==> config.mk <==
export PLATFORM = sky130hd
export DESIGN_NAME = pt_walker
export DESIGN_NICKNAME = d
export VERILOG_FILES = /design/src/rtl/pt_walker_pkg.sv /design/src/rtl/pt_entry_check.sv /design/src/rtl/pt_walk_ctrl.sv /design/src/rtl/pt_walker.sv
export SDC_FILE = /design/constraint.sdc
export NUM_CORES = 1
export LEC_CHECK = 0
export ABC_AREA = 1
export ABC_CLOCK_PERIOD_IN_PS = 4000
export BUFFER_PORTS_ARGS = -buffer_cell sky130_fd_sc_hd__buf_2
export CELL_PAD_IN_SITES_DETAIL_PLACEMENT = 1
export CELL_PAD_IN_SITES_GLOBAL_PLACEMENT = 2
export CORE_UTILIZATION = 27
export CTS_BUF_LIST = sky130_fd_sc_hd__clkbuf_16
export CTS_CLUSTER_SIZE = 12
export DETAILED_ROUTE_END_ITERATION = 10
export GPL_TIMING_DRIVEN = 0
export PLACE_DENSITY = 0.92
export SLEW_MARGIN = 20
export SYNTH_ARGS = -nofsm -noshare
export SYNTH_HDL_FRONTEND = slang
export SYNTH_SLANG_ARGS = --single-unit
==> constraint.sdc <==
create_clock -name clk -period 4 [get_ports clk]
set_clock_uncertainty 0.1 [all_clocks]
set_input_delay 0.4 -clock clk [delete_from_list [all_inputs] [get_ports clk]]
set_output_delay 0.4 -clock clk [all_outputs]
set_load 0.03 [all_outputs]
==> src/rtl/pt_walker_pkg.sv <==
// Shared constants and types for the page table walker.
// Assumes 32-bit entries whose low control bits hold present/writable/user.
package pt_walker_pkg;
    localparam int ENTRY_W   = 32;
    localparam int BIT_P     = 0;
    localparam int BIT_W     = 1;
    localparam int BIT_U     = 2;
    localparam int CODE_W    = 3;
    localparam int CODE_PROT = 0;
    localparam int CODE_WR   = 1;
    localparam int CODE_USER = 2;

    typedef enum logic [2:0] {
        ST_IDLE,
        ST_READ_PDE,
        ST_READ_PTE,
        ST_DONE,
        ST_FAULT
    } walk_state_e;
endpackage

==> src/rtl/pt_entry_check.sv <==
// Combinational permission check of one translation entry against an access.
// Assumes the caller only uses the result while an entry is being returned.
// Checking each level on its own equals checking the AND of both levels.
module pt_entry_check
    import pt_walker_pkg::*;
#(
    parameter int ENT_W = ENTRY_W
) (
    input  logic [ENT_W-1:0]  entry,
    input  logic              acc_write,
    input  logic              acc_user,
    output logic              ok,
    output logic [CODE_W-1:0] code
);
    logic present;
    logic user_deny;
    logic write_deny;
    logic unused_entry;

    // Decode the entry bits and build the verdict and cause code.
    always_comb begin
        present    = entry[BIT_P];
        user_deny  = acc_user & ~entry[BIT_U];
        write_deny = acc_user & acc_write & ~entry[BIT_W];
        ok         = present & ~user_deny & ~write_deny;
        code            = '0;
        code[CODE_PROT] = present;
        code[CODE_WR]   = acc_write;
        code[CODE_USER] = acc_user;
    end

    assign unused_entry = ^entry[ENT_W-1:BIT_U+1];
endmodule

==> src/rtl/pt_walk_ctrl.sv <==
// Walk sequencer: accepts one request, issues directory and table reads,
// and holds the result until it is taken.
// Assumes memory returns exactly one response per accepted read, in order.
module pt_walk_ctrl
    import pt_walker_pkg::*;
#(
    parameter int ADDR_W = 32,
    parameter int DIR_W  = 10,
    parameter int TBL_W  = 10,
    parameter int OFF_W  = 12
) (
    input  logic              clk,
    input  logic              rst_n,
    input  logic              req_valid,
    output logic              req_ready,
    input  logic [ADDR_W-1:0] req_laddr,
    input  logic              req_write,
    input  logic              req_user,
    input  logic [ADDR_W-1:0] root_base,
    input  logic              pg_enable,
    output logic              mem_req_valid,
    input  logic              mem_req_ready,
    output logic [ADDR_W-1:0] mem_req_addr,
    input  logic              mem_rsp_valid,
    input  logic [ADDR_W-1:0] mem_rsp_data,
    output logic              acc_write,
    output logic              acc_user,
    input  logic              chk_ok,
    input  logic [CODE_W-1:0] chk_code,
    output logic              rsp_valid,
    input  logic              rsp_ready,
    output logic [ADDR_W-1:0] rsp_paddr,
    output logic              rsp_fault,
    output logic [CODE_W-1:0] rsp_code
);
    localparam int ENT_BYTES = ENTRY_W / 8;
    localparam int IDX_LSB   = $clog2(ENT_BYTES);
    localparam int FRAME_W   = ADDR_W - OFF_W;
    localparam int TBL_LSB   = OFF_W;
    localparam int DIR_LSB   = OFF_W + TBL_W;

    walk_state_e       state_q;
    logic              waiting_q;
    logic [TBL_W-1:0]  tbl_q;
    logic [OFF_W-1:0]  off_q;
    logic              wr_q;
    logic              usr_q;
    logic [ADDR_W-1:0] addr_q;
    logic [ADDR_W-1:0] paddr_q;
    logic [CODE_W-1:0] code_q;
    logic              unused_low;

    // Sequence the walk: accept, read directory, read table, report.
    always_ff @(posedge clk) begin
        if (!rst_n) begin
            state_q   <= ST_IDLE;
            waiting_q <= 1'b0;
            tbl_q     <= '0;
            off_q     <= '0;
            wr_q      <= 1'b0;
            usr_q     <= 1'b0;
            addr_q    <= '0;
            paddr_q   <= '0;
            code_q    <= '0;
        end else begin
            case (state_q)
                ST_IDLE: begin
                    if (req_valid) begin
                        tbl_q     <= req_laddr[DIR_LSB-1:TBL_LSB];
                        off_q     <= req_laddr[OFF_W-1:0];
                        wr_q      <= req_write;
                        usr_q     <= req_user;
                        code_q    <= '0;
                        waiting_q <= 1'b0;
                        if (pg_enable) begin
                            addr_q  <= {root_base[ADDR_W-1:OFF_W],
                                        req_laddr[ADDR_W-1:DIR_LSB],
                                        {IDX_LSB{1'b0}}};
                            paddr_q <= '0;
                            state_q <= ST_READ_PDE;
                        end else begin
                            paddr_q <= req_laddr;
                            state_q <= ST_DONE;
                        end
                    end
                end
                ST_READ_PDE: begin
                    if (!waiting_q) begin
                        if (mem_req_ready) waiting_q <= 1'b1;
                    end else if (mem_rsp_valid) begin
                        waiting_q <= 1'b0;
                        if (chk_ok) begin
                            addr_q  <= {mem_rsp_data[ADDR_W-1:OFF_W], tbl_q,
                                        {IDX_LSB{1'b0}}};
                            state_q <= ST_READ_PTE;
                        end else begin
                            code_q  <= chk_code;
                            state_q <= ST_FAULT;
                        end
                    end
                end
                ST_READ_PTE: begin
                    if (!waiting_q) begin
                        if (mem_req_ready) waiting_q <= 1'b1;
                    end else if (mem_rsp_valid) begin
                        waiting_q <= 1'b0;
                        if (chk_ok) begin
                            paddr_q <= {mem_rsp_data[ADDR_W-1:OFF_W], off_q};
                            state_q <= ST_DONE;
                        end else begin
                            code_q  <= chk_code;
                            state_q <= ST_FAULT;
                        end
                    end
                end
                ST_DONE, ST_FAULT: begin
                    if (rsp_ready) state_q <= ST_IDLE;
                end
                default: state_q <= ST_IDLE;
            endcase
        end
    end

    // Drive the handshake outputs from the state.
    always_comb begin
        req_ready     = (state_q == ST_IDLE);
        mem_req_valid = ((state_q == ST_READ_PDE) || (state_q == ST_READ_PTE)) && !waiting_q;
        mem_req_addr  = addr_q;
        rsp_valid     = (state_q == ST_DONE) || (state_q == ST_FAULT);
        rsp_fault     = (state_q == ST_FAULT);
        rsp_paddr     = paddr_q;
        rsp_code      = code_q;
        acc_write     = wr_q;
        acc_user      = usr_q;
    end

    assign unused_low = ^{root_base[OFF_W-1:0], mem_rsp_data[OFF_W-1:0], FRAME_W[0]};


    busy_no_accept_chk: assert property (@(posedge clk) disable iff (!rst_n)
        (rsp_valid || mem_req_valid) |-> !req_ready);

    mem_hold_chk: assert property (@(posedge clk) disable iff (!rst_n)
        (mem_req_valid && !mem_req_ready) |=> (mem_req_valid && $stable(mem_req_addr)));

    rsp_hold_chk: assert property (@(posedge clk) disable iff (!rst_n)
        (rsp_valid && !rsp_ready) |=> (rsp_valid && $stable(rsp_paddr)
                                       && $stable(rsp_fault) && $stable(rsp_code)));

    fault_paddr_zero_chk: assert property (@(posedge clk) disable iff (!rst_n)
        (rsp_valid && rsp_fault) |-> (rsp_paddr == '0));

    bypass_chk: assert property (@(posedge clk) disable iff (!rst_n)
        (req_valid && req_ready && !pg_enable) |=>
        (rsp_valid && !rsp_fault && rsp_paddr == $past(req_laddr)));

    pde_fault_stop_chk: assert property (@(posedge clk) disable iff (!rst_n)
        (state_q == ST_READ_PDE && waiting_q && mem_rsp_valid && !chk_ok) |=>
        (rsp_valid && rsp_fault && !mem_req_valid));
endmodule

==> src/rtl/pt_walker.sv <==
// Top of the two-level page table walker: wires the sequencer to the
// entry permission checker, which judges each returned entry.
// Assumes a 10/10/12 split of a 32-bit address with 4-byte entries by default.
module pt_walker
    import pt_walker_pkg::*;
#(
    parameter int ADDR_W = 32,
    parameter int DIR_W  = 10,
    parameter int TBL_W  = 10,
    parameter int OFF_W  = 12
) (
    input  logic              clk,
    input  logic              rst_n,
    input  logic              req_valid,
    output logic              req_ready,
    input  logic [ADDR_W-1:0] req_laddr,
    input  logic              req_write,
    input  logic              req_user,
    input  logic [ADDR_W-1:0] root_base,
    input  logic              pg_enable,
    output logic              mem_req_valid,
    input  logic              mem_req_ready,
    output logic [ADDR_W-1:0] mem_req_addr,
    input  logic              mem_rsp_valid,
    input  logic [ADDR_W-1:0] mem_rsp_data,
    output logic              rsp_valid,
    input  logic              rsp_ready,
    output logic [ADDR_W-1:0] rsp_paddr,
    output logic              rsp_fault,
    output logic [CODE_W-1:0] rsp_code
);
    logic              acc_write;
    logic              acc_user;
    logic              chk_ok;
    logic [CODE_W-1:0] chk_code;

    pt_walk_ctrl #(
        .ADDR_W(ADDR_W), .DIR_W(DIR_W), .TBL_W(TBL_W), .OFF_W(OFF_W)
    ) u_ctrl (
        .clk(clk), .rst_n(rst_n),
        .req_valid(req_valid), .req_ready(req_ready), .req_laddr(req_laddr),
        .req_write(req_write), .req_user(req_user),
        .root_base(root_base), .pg_enable(pg_enable),
        .mem_req_valid(mem_req_valid), .mem_req_ready(mem_req_ready),
        .mem_req_addr(mem_req_addr), .mem_rsp_valid(mem_rsp_valid),
        .mem_rsp_data(mem_rsp_data),
        .acc_write(acc_write), .acc_user(acc_user),
        .chk_ok(chk_ok), .chk_code(chk_code),
        .rsp_valid(rsp_valid), .rsp_ready(rsp_ready), .rsp_paddr(rsp_paddr),
        .rsp_fault(rsp_fault), .rsp_code(rsp_code)
    );

    pt_entry_check #(.ENT_W(ADDR_W)) u_chk (
        .entry(mem_rsp_data), .acc_write(acc_write), .acc_user(acc_user),
        .ok(chk_ok), .code(chk_code)
    );
endmodule

==> metrics.cfg <==
[finish]
multi_input_area_mm2 = 0.00218
area_delta_synth_final_pct = 29.9
fill_cells = 2172
final_layout_size_suffix_gt1_share_pct = 24.3
fin_nets = 957
final_cell_area_mm2 = 0.00587
seq_area_mm2 = 0.00186

[die]
die_w_um = 131
start_util_pct = 28.0
pin_count = 176
dieHeight_um = 131
dieArea_mm2 = 0.0173
placementRows = 46
fp.coreArea_mm2 = 0.0161

[synth]
avgSynthCellArea_um2 = 6.56
syn_area_mm2 = 0.00452
synth_compound_area_share_pct = 16.3
synthXorXnorAreaFrac_pct = 0
synth_top_family_by_area = simple AND/OR/NAND/NOR gates
yosysWarnings = 0
muxShareOfSynthArea_pct = 0
synth-simple-area-share_pct = 31.8
synth-adder-area-share_pct = 0
synthCells = 689
ys_seq_area_share_pct = 41.2
synth-seq-cells = 93
yosysUniqueCellTypes = 23

[clock_network]
cts.path.max_buffers = 2
clk_latency_ns = 0.35
cts_hold_buf = 0
numCtsBuffers = 9
htreeDepth = 3
post_cts_buffers = 0
root_buffer = clkbuf_16
cts_sinks = 93
clk_pin_slew_ns = 0.07
tritoncts = built
cts_resized = 0

[timing]
rsz0062_at_grt = no
worst_pin_slew_ns = 0.624
slew_headroom_pct = 58.4
fin_tns_setup_ns = 0
finalCritPeriodShare_pct = 55.9
maxSlewViolCount = 0
timing.fmax_mhz = 447
period_needed_ns = 2.24
setup_viol = 0
hold_violations = 0

[routing]
avgViaCountPerCell = 4.60
drt_iter0_markers = 197
ant_nets = 0
vias = 4949
dr.pass1.iters = 4
totalWireLength_um = 16300
drcViolationCount = 0
wl_per_cell_um = 15.2

[worst_setup_path]
timing.critical_path.arrival_ns = 1.74
critPathKind = reg -> out
required_ns = 3.50
r2r_end = u_ctrl.mem_req_addr[11]
regToRegSetupSlack_ns = 2.11
cp_max_fo = 10
worstSetupEndpointType = primary output
r2r-start = u_ctrl.state_q[1]
crit_path_start_kind = flip-flop
startpoint = u_ctrl.state_q[1]
reg2reg_depth = 6
cp-endpoint = mem_req_valid

[global_route]
antenna_found_initial = 2
gr-total-overflow = 0
use_met2_pct = 31.3
met1_usage_pct = 25.3
grt_usage_pct = 19.3
top_usage_layer = met2
grt_pass1_wl_um = 26100
use_met3_pct = 4.98
grt_pass1_vias = 4975
grt_max_degree = 16

[place]
hpwl_um = 13100
dpl_cell_area_mm2 = 0.00555
globalplace.congestion = 0.776
port_buffers = 151

[job]
maxCapViolCount = 0

[power]
total_power_w = 0.00497
worst_ir_drop_vdd_v = 0.000293
power_density_mw_per_mm2 = 848
power_leakage_nw = 2.91

[min_path]
hold_path_class = in -> reg

[run_status]
status = finished, final reports clean

[layout make-up]
| cell class | instances | area share [%] |
|---|---|---|
| buffer | 54 | 4.65 |
| timing repair buffer | 151 | 12.9 |
| antenna | 2 | 0.0853 |
| clock buffer | 9 | 3.84 |
| tap | 216 | 4.61 |
| sequential | 93 | 31.7 |
| clock inverter | 7 | 1.54 |
| multi-input combinational | 488 | 37.2 |
| inverter | 55 | 3.52 |
[worst min-delay path by stage]
stage	start	slack, ns	cells past startpoint	to
after floorplan	u_ctrl.tbl_q[7]	0.32	2	u_ctrl.tbl_q[7]
after global placement	u_ctrl.tbl_q[9]	0.34	2	u_ctrl.tbl_q[9]
after detailed placement	u_ctrl.tbl_q[2]	0.34	2	u_ctrl.tbl_q[2]
after CTS	req_laddr[2]	0.22	3	u_ctrl.off_q[2]
after global routing	req_write	0.23	3	u_ctrl.acc_write
final	req_laddr[7]	0.23	3	u_ctrl.off_q[7]
[registers in the layout, indices dropped and copies added (netlist names)]
register,cells
u_ctrl.acc_user,1
u_ctrl.acc_write,1
u_ctrl.mem_req_addr,30
u_ctrl.off_q,12
u_ctrl.rsp_code,3
u_ctrl.rsp_paddr,32
u_ctrl.state_q,3
u_ctrl.tbl_q,10
u_ctrl.waiting_q,1
[stage by stage]
stage          utilization [%]  std cells  worst slack, ns  hold WS, ns
3_5_place_dp              34.4       1057             1.77        0.343
3_3_place_gp              34.4       1057             1.77        0.336
2_1_floorplan                -        690             2.19        0.324
5_1_grt                   36.4       1073             1.69        0.234
4_1_cts                   36.4       1073             1.76        0.219
6_report                  36.4       1075             1.76        0.228
[cells by family after synthesis]
| logic type | after synthesis |
|---|---|
| AO/OA/AOI/OAI | 147 |
| buffers and inverters | 109 |
| flip-flops | 93 |
| other | 1 |
| AND/OR/NAND/NOR | 339 |
[critical path, stage by stage, from the launching register on]
cell and delay [ns]:
dfxtp_1 0.36, inv_2 0.20, nand3_1 0.27, nand2_1 0.16, inv_1 0.07, nor2_1 0.11, buf_2 0.21
[cell usage in the layout, fill, tap and decap left out, types with 2 or more instances in the layout]
| master | netlist | routed |
|---|---|---|
| o21ai_0 | 65 | 65 |
| buf_6 | 2 | 2 |
| dfxtp_1 | 93 | 93 |
| clkbuf_16 | 0 | 9 |
| buf_4 | 7 | 7 |
| nor2_1 | 71 | 71 |
| inv_1 | 50 | 51 |
| nand3b_1 | 2 | 2 |
| nand2_1 | 156 | 156 |
| inv_2 | 5 | 5 |
| clkbuf_2 | 2 | 2 |
| diode_2 | 0 | 2 |
| o21ai_1 | 20 | 20 |
| nand3_1 | 103 | 103 |
| nor2_2 | 3 | 3 |
| conb_1 | 1 | 2 |
| bufinv_16 | 0 | 2 |
| buf_2 | 21 | 172 |
| a21oi_1 | 61 | 61 |
| clkbuf_1 | 21 | 21 |
[Yosys cell counts]
master	n	share of area, %
a211oi_1	1	0.17
a21oi_1	61	6.8
buf_1	1	0.083
buf_2	21	2.3
buf_4	7	1.2
buf_6	2	0.50
clkbuf_1	21	1.7
clkbuf_2	2	0.22
conb_1	1	0.083
dfxtp_1	93	41
inv_1	50	4.2
inv_2	5	0.42
nand2_1	156	13
nand2_2	1	0.14
nand3_1	103	11
nand3_2	1	0.22
nand3b_1	2	0.33
nand4_1	1	0.14
nor2_1	71	5.9
nor2_2	3	0.42
nor2_4	1	0.25
o21ai_0	65	7.2
o21ai_1	20	2.2
[layer usage]
layer  vias to the layer above  part of all wire [%]  wire length, µm
li1                       2564                     -                -
met1                      2262                    47             7690
met2                       109                    46             7550
met3                        14                   5.1              830
met4                         0                   1.3              219
met5                         -                     0                0
[power breakdown]
group / switching, W / leakage (nW) / internal [W]
clock network: 0.000384 / 0.159 / 0.000546
registers: 0.000146 / 0.765 / 0.00123
logic: 0.00185 / 1.98 / 0.000810
Power figures use the tool's default switching activity.
